[config.mk]
export PLATFORM = sky130hd
export DESIGN_NAME = adc_slave_port
export DESIGN_NICKNAME = d
export VERILOG_FILES = /design/src/rtl/adc_sp_pkg.sv /design/src/rtl/adc_sp_edge.sv /design/src/rtl/adc_sp_shifter.sv /design/src/rtl/adc_sp_err.sv /design/src/rtl/adc_slave_port.sv
export SDC_FILE = /design/constraint.sdc
export NUM_CORES = 1
export LEC_CHECK = 0
export BUFFER_PORTS_ARGS = -buffer_cell sky130_fd_sc_hd__buf_2
export CAP_MARGIN = 20
export CORE_MARGIN = 4
export CORE_UTILIZATION = 51
export DETAILED_ROUTE_END_ITERATION = 10
export GPL_TIMING_DRIVEN = 0
export PLACE_DENSITY = 0.74
export SKIP_LAST_GASP = 1
export SLEW_MARGIN = 20
export SYNTH_ARGS = -nofsm -noshare
export SYNTH_HDL_FRONTEND = slang
export SYNTH_SLANG_ARGS = --single-unit
[constraint.sdc]
create_clock -name clk -period 1.49 [get_ports clk]
set_clock_uncertainty 0.1 [all_clocks]
set_input_delay 0.298 -clock clk [delete_from_list [all_inputs] [get_ports clk]]
set_output_delay 0.298 -clock clk [all_outputs]
set_load 0.02 [all_outputs]
[src/rtl/adc_sp_pkg.sv]
package adc_sp_pkg;

    localparam int unsigned ADC_RES_W = 18;

    typedef enum logic {
        RD_AFTER  = 1'b0,
        RD_DURING = 1'b1
    } rd_mode_e;

    typedef struct packed {
        logic shift;
        logic latch;
    } sclk_evt_t;

    // Maps raw clock transitions to shift/latch events for the chosen polarity.
    function automatic sclk_evt_t map_edges(logic rise, logic fall, logic inv);
        sclk_evt_t e;
        e.shift = inv ? fall : rise;
        e.latch = inv ? rise : fall;
        return e;
    endfunction

endpackage

[src/rtl/adc_sp_edge.sv]
module adc_sp_edge
    import adc_sp_pkg::*;
(
    input  logic      clk,
    input  logic      rst,
    input  logic      sclk,
    input  logic      inv,
    output sclk_evt_t evt
);
    logic sclk_d;

    always_ff @(posedge clk) begin
        if (rst) sclk_d <= 1'b0;
        else     sclk_d <= sclk;
    end

    always_comb begin
        evt = map_edges(sclk & ~sclk_d, ~sclk & sclk_d, inv);
    end
endmodule

[src/rtl/adc_sp_shifter.sv]
module adc_sp_shifter #(
    parameter int unsigned W  = 18,
    localparam int unsigned CW = $clog2(W + 1)
) (
    input  logic          clk,
    input  logic          rst,
    input  logic          load,
    input  logic [W-1:0]  load_val,
    input  logic          restart,
    input  logic          shift,
    input  logic          latch,
    input  logic          sdi,
    output logic          sdo,
    output logic [CW-1:0] cnt
);
    logic [W-1:0]  held_q;
    logic [W-1:0]  shreg_q;
    logic          cap_q;
    logic [CW-1:0] cnt_q;

    always_ff @(posedge clk) begin
        if (rst) begin
            held_q  <= '0;
            shreg_q <= '0;
            cap_q   <= 1'b0;
            cnt_q   <= '0;
        end else begin
            if (load) begin
                held_q  <= load_val;
                shreg_q <= load_val;
                cnt_q   <= '0;
            end else if (restart) begin
                shreg_q <= held_q;
                cnt_q   <= '0;
            end else if (shift) begin
                shreg_q <= {shreg_q[W-2:0], cap_q};
                if (cnt_q != CW'(W)) cnt_q <= cnt_q + 1'b1;
            end
            if (latch) cap_q <= sdi;
        end
    end

    assign sdo = shreg_q[W-1];
    assign cnt = cnt_q;
endmodule

[src/rtl/adc_sp_err.sv]
module adc_sp_err #(
    parameter int unsigned W  = 18,
    localparam int unsigned CW = $clog2(W + 1)
) (
    input  logic          clk,
    input  logic          rst,
    input  logic          busy_fall,
    input  logic          during,
    input  logic          active,
    input  logic [CW-1:0] cnt,
    output logic          rd_err
);
    always_ff @(posedge clk) begin
        if (rst) rd_err <= 1'b0;
        else     rd_err <= busy_fall & during & active & (cnt < CW'(W));
    end
endmodule

[src/rtl/adc_slave_port.sv]
module adc_slave_port
    import adc_sp_pkg::*;
#(
    parameter int unsigned W  = ADC_RES_W,
    localparam int unsigned CW = $clog2(W + 1)
) (
    input  logic         clk,
    input  logic         rst,
    input  logic         mode,
    input  logic         sclk_inv,
    input  logic         cs_n,
    input  logic         rd_n,
    input  logic         sclk,
    input  logic         sdi,
    input  logic         busy,
    input  logic [W-1:0] result,
    output logic         sdo,
    output logic         rd_err
);
    rd_mode_e      rmode;
    sclk_evt_t     evt;
    logic          busy_d;
    logic          busy_fall;
    logic          active;
    logic          shift_ok;
    logic [CW-1:0] shift_cnt;

    assign rmode  = rd_mode_e'(mode);
    assign active = ~cs_n & ~rd_n;

    always_ff @(posedge clk) begin
        if (rst) busy_d <= 1'b0;
        else     busy_d <= busy;
    end

    assign busy_fall = busy_d & ~busy;
    assign shift_ok  = active & evt.shift & ((rmode == RD_DURING) | ~busy);

    adc_sp_edge u_edge (
        .clk  (clk),
        .rst  (rst),
        .sclk (sclk),
        .inv  (sclk_inv),
        .evt  (evt)
    );

    adc_sp_shifter #(.W(W)) u_shift (
        .clk      (clk),
        .rst      (rst),
        .load     (busy_fall),
        .load_val (result),
        .restart  (~active),
        .shift    (shift_ok),
        .latch    (active & evt.latch),
        .sdi      (sdi),
        .sdo      (sdo),
        .cnt      (shift_cnt)
    );

    adc_sp_err #(.W(W)) u_err (
        .clk       (clk),
        .rst       (rst),
        .busy_fall (busy_fall),
        .during    (rmode == RD_DURING),
        .active    (active),
        .cnt       (shift_cnt),
        .rd_err    (rd_err)
    );
endmodule

**Word level (Yosys, flattened, before mapping)**

Index checks and enable logic that the tools add are counted.

- Reductions and logical operators: 2
- Bitwise operators: 17
- Multiply operators: 0
- Shift operators: 0
- Add/sub/neg operators: 1
- Equal/unequal tests: 2
- Muxes and demuxes: 5
- Magnitude comparators: 1
- Divide/modulo/power cells: 0

Operators with widths:

| kind | number |
|---|---|
| 18-bit two-way mux | 3 |
| 1-bit AND | 10 |
| 1-bit inverter | 6 |
| 5-bit by 1-bit adder with 5-bit output, second input constant | 1 |
| 5-bit less-than comparator, second input constant | 1 |
| 5-bit inequality test, second input constant | 1 |
| 3-bit by 1-bit inequality test with 1-bit output, second input constant | 1 |
| 3-bit OR reduction | 1 |
| 1-bit two-way mux | 2 |
| 2-bit AND reduction | 1 |
| 1-bit bitwise OR | 1 |

- ROM bits: 0
- Word-level logic and storage cells: 35
- Memories: 0
- Register bits: 45
- Latch bits: 0
- Input port bits: 27
- Memory bits (writable): 0
- Output and inout port bits: 2

**Longest topological paths before layout**

- Depth in word-level cells: 8
- Mapped depth: 6
- Mapped depth without buffers: 5

**By module**

Synthesis repeated with hierarchy kept, for this count alone.

- Cells, all modules: 249
- Area total of the unflattened synthesis: 2090.8 um^2

By module, submodules not included:

| module | seq. area each (um^2) | cells each | area an instance (um^2) | instances |
|---|---|---|---|---|
| adc_sp_shifter | 840.8 | 231 | 1924.3 | 1 |
| adc_slave_port | 20.0 | 8 | 67.6 | 1 |
| adc_sp_edge | 20.0 | 6 | 58.8 | 1 |
| adc_sp_err | 20.0 | 4 | 40.0 | 1 |

**Worst setup path before layout**

OpenSTA, ideal clock, no wires.

- Path type: flip-flop to flip-flop
- Start: reg u_edge.sclk_d
- End: reg u_shift.cnt_q[2] (netlist: u_shift.cnt[2])
- Period minus slack after synthesis: 1.485 ns
- Data arrival time: 1.315 ns
- Setup time: 0.070 ns
- Stages on the path, launching flop included: 5
- Path buffers: 0
- Required time: 1.320 ns
- Slack: 0.005 ns
- Cell sequence: dfxtp_1 > nor3b_2 > o221ai_4 > or4_1 > a21oi_1

- Longest elaborated chain between the ends: 6
- Elaborated cells between the ends (all ways): 7
- Those cells by class: 1 x mux; 5 x bitwise; 1 x reduce/logical

RTL lines:

| element | RTL line | RTL |
|---|---|---|
| start, declared | adc_sp_edge.sv:10 | `logic sclk_d;` |
| start signal, assigned | adc_sp_edge.sv:14 | `else sclk_d <= sclk;` |
| 1-bit inverter | adc_sp_edge.sv:18 | `evt = map_edges(sclk & ~sclk_d, ~sclk & sclk_d, inv);` |
| 1-bit AND | adc_sp_edge.sv:18 |  |
| 1-bit two-way mux * | adc_sp_pkg.sv:18 | `e.shift = inv ? fall : rise;` |
| 1-bit AND * (2 in series) | adc_slave_port.sv:37 | `assign shift_ok = active & evt.shift & ((rmode == RD_DURING) \| ~busy);` |
| 2-bit AND reduction (no line) * | - |  |
| end signal, assigned | adc_sp_shifter.sv:37 | `if (cnt_q != CW'(W)) cnt_q <= cnt_q + 1'b1;` |
| end, declared | adc_sp_shifter.sv:19 | `logic [CW-1:0] cnt_q;` |

Every way passes the cells marked *; elsewhere a longest branch is shown, timed or not.
A chain may end at the register's enable or synchronous reset.

**Worst setup path in the final report**

- Start: reg u_edge.sclk_d
- End: reg u_shift.shreg_q[0]

- Longest elaborated chain between the ends: 6
- Elaborated cells between the ends (all ways): 7
- Those cells by class: 1 x eq/ne; 1 x mux; 5 x bitwise

RTL lines:

| element | RTL line | RTL |
|---|---|---|
| 1-bit inverter | adc_sp_edge.sv:18 |  |
| 1-bit AND | adc_sp_edge.sv:18 |  |
| 1-bit two-way mux * | adc_sp_pkg.sv:18 |  |
| 1-bit AND * (2 in series) | adc_slave_port.sv:37 |  |
| 3-bit by 1-bit inequality test with 1-bit output (no line) * | - |  |
| end signal, assigned | adc_sp_shifter.sv:30 | `shreg_q <= load_val;` |
| end signal, assigned | adc_sp_shifter.sv:33 | `shreg_q <= held_q;` |
| end signal, assigned | adc_sp_shifter.sv:36 | `shreg_q <= {shreg_q[W-2:0], cap_q};` |
| end, declared | adc_sp_shifter.sv:17 | `logic [W-1:0] shreg_q;` |

Marked as above.

==> results.md <==
* Max layer used: met4
* Largest net degree at the start of global routing at 20
* Gr ovfl total at 0
* Post-synthesis average cell area at 8.16 um2
* Final ANT Viol Nets at 0
* Peak VDD IR at 0.000586 V
* # rows at 23
* Max-Cap Viols at 0
* WL met3 at 266 um
* DIE AREA at 5460 um2
* IO Port Bufs at 28
* # setup viols final at 19
* First-pass DRT Iterations at 4
* Period utilization at 105%
* FMAX at 641 MHz
* Fin cells at 362
* RSZ-0062 raised after global routing: yes
* Crit path launch type: flip-flop
* Min-delay worst type: input pin to flip-flop
* Met1 wire length at 2360 um
* GP Congestion at 0.788
* WP data arrival at 1.65 ns
* Sw power at 600 uW
* Rel. slew slack at 63.9%
* Initial antenna violation count at 0
* Post-synthesis sequential area ratio at 40.7%
* Cells after DPL at 349
* Failing checks: setup timing
* DRC violations left at 0
* Final min period at 1.56 ns
* Gate power share at 13.2%
* Bufs on Longest Clock Path at 2
* Core area at 4090 um2
* Sequential share of power at 53.9%
* Setup crit start: u_edge.sclk_d$_SDFF_PP0_
* First-pass GRT wire length at 8900 um
* Mapped cell area at 2210 um2
* Via density at 5.50
* Worst Tran Pin Value at 0.542 ns
* Chip height at 73.9 um
* CTS tree: built
* Nets@finish at 341
* Setup WS post-layout at -0.0703 ns
* Finished Cell Area at 2640 um2
* Area growth from synthesis to layout at 19.1%
* Pins Over Slew Limit at 0
* Startpoint of the worst hold path: result[16]
* Total GRT Usage at 21.2%
* Post-DP Area at 2410 um2
* Detailed Route Iter0 Violations at 158
* Largest fanout on the critical path at 10
* CP Capture Type: flip-flop
* Routed WL at 5310 um
* Initial Util at 54.1%
* CTS Buf Count at 5
* CP required at 1.58 ns
* LEAKAGE at 0.00102 uW
* Setup CP Type: flip-flop to flip-flop
* PwrDens at 895 nW/um2
* Number of global-route vias before repair at 1960
* Root Buffer Master: clkbuf_8
* Routed vias at 1991
* Clock share of power at 33.0%
* Pint at 1760 uW
* Worst hold slack at 0.138 ns
* YS warnings at 0
* Reg2reg start: u_edge.sclk_d$_SDFF_PP0_
* Layout cell share with drive strength beyond 1 at 21.5%
* Synth Instances at 271
* # H-tree levels at 2
* Mapped Nets at 300
* Number of synthesized register bits at 45
* Routed WL per cell at 14.7 um
* R2r setup slk at -0.07 ns
* Hold buffers post-CTS at 0
* Final Hold Vio Count at 0
* Die W at 73.9 um
* Clock sink count at 45
* Worst-path clk slew at 0.08 ns
* Final HPWL DP at 3510 um
* Library cells used by synthesis at 31
* Post-placement setup slack at -0.284 ns
* Met2 WL post-DR at 2630 um
* Worst-Skew Late Latency at 0.30 ns
* Top Ports at 29
* Total power at 2360 uW
* Outcome: complete, but fails checks
* Total inserted antenna cells at 0
* Sw Share at 25.5%
## sequential cells by signal, summed over array words and instances (netlist names)
name,cells
u_err.rd_err,1
u_edge.sclk_d,1
busy_d,1
u_shift.shreg_q,18
u_shift.cnt,5
u_shift.held_q,18
u_shift.cap_q,1
## synth_stat cells (all sizes together)
| cell type | n | area share [%] |
|---|---|---|
| ha | 2 | 1.1 |
| a311oi | 1 | 0.40 |
| dfxtp | 45 | 41 |
| nor3 | 1 | 0.23 |
| nand2b | 19 | 5.4 |
| and3b | 1 | 0.40 |
| nand2 | 72 | 12 |
| or2 | 1 | 0.28 |
| o31a | 1 | 0.40 |
| mux2i | 19 | 8.6 |
| a311o | 18 | 8.1 |
| or4 | 1 | 0.34 |
| nor2b | 2 | 0.57 |
| nand3b | 2 | 0.68 |
| a21oi | 24 | 5.4 |
| nor3b | 1 | 0.57 |
| buf | 11 | 2.9 |
| o221a | 1 | 0.51 |
| and3 | 1 | 0.28 |
| nor2 | 22 | 4.1 |
| or3 | 3 | 0.85 |
| clkbuf | 9 | 1.5 |
| o221ai | 1 | 1.2 |
| inv | 3 | 0.51 |
| nand3 | 5 | 1.4 |
| or3b | 1 | 0.40 |
| o21ai | 4 | 0.91 |
## through the flow
stage | TNS, ns | util (%)
floorplan | 0 | -
global placement | -7.49 | 59.1
detailed placement | -8.00 | 59.1
CTS | -0.437 | 63.3
global route | -2.73 | 64.5
finish | -1.00 | 64.5
## layer usage
layer	vias up	GRT usage [%]
li1	1009	-
met4	0	9.86
met2	47	34.9
met5	-	0
met3	8	4.38
met1	927	26.4
## logic make-up (layout without fill, tap and decap cells)
logic type      count (synthesis)  after routing  synth area share [%]
simple gates                  132            132                  27.6
compound gates                 50             50                  17.0
flops                          45             45                  40.7
buf+inv                        23             64                  4.98
mux                            19             19                  8.60
fa+ha+maj                       2              2                  1.13
## layout by cell type, fill, tap and decap left out, types with 2 or more instances in the layout
cell type	Yosys	routed
nor2_1	21	21
a311o_1	18	18
buf_4	0	8
nand2_1	72	72
nand3_1	4	4
nand3b_1	2	2
buf_12	0	2
o21ai_0	4	4
or3_1	3	2
nand2b_1	19	19
clkbuf_2	0	2
inv_1	3	3
buf_6	2	2
clkbuf_8	0	6
a21oi_2	0	2
buf_2	7	31
dfxtp_1	45	43
dfxtp_2	0	2
mux2i_1	19	19
ha_1	2	2
a21oi_1	24	22
clkbuf_1	9	8
## power groups by stage
stage | sequential, uW | clock, uW | combinational, uW
2_1_floorplan | 1290 | 0 | 176
3_5_place_dp | 1300 | 0 | 274
6_report | 1270 | 778 | 310
5_1_grt | 1270 | 834 | 344
3_3_place_gp | 1290 | 0 | 270
4_1_cts | 1270 | 783 | 299
## layout make-up
type,count,area (um2)
Timing Repair Buffer,36,216
Tap cell,50,62.6
Clock buffer,7,86.3
Inverter,3,11.3
Fill cell,367,1450
Sequential cell,45,903
Multi-Input combinational cell,203,1230
Buffer,18,120
## worst max-delay path: stages, from the launching register on
cell and delay [ns]:
dfxtp_2 0.35, and3b_2 0.23, o221ai_4 0.23, nand3_2 0.12
buf_8 0.16, buf_12 0.15, mux2i_1 0.11
## final timing paths
check / to / cells past startpoint
max: u_shift.shreg_q[0]$_SDFFE_PP0P_ / 6
min: u_shift.held_q[16]$_SDFFE_PP0P_ / 3
max reg2reg: u_shift.shreg_q[0]$_SDFFE_PP0P_ / 6
min reg2reg: u_shift.held_q[6]$_SDFFE_PP0P_ / 2
## timing repair
item,in CTS,in global routing
buffers inserted,5,3
pin swaps,5,4
resized for setup,14,9
endpoints found under the setup margin,24,38
Note: power is estimated with default switching activity, not from simulation.
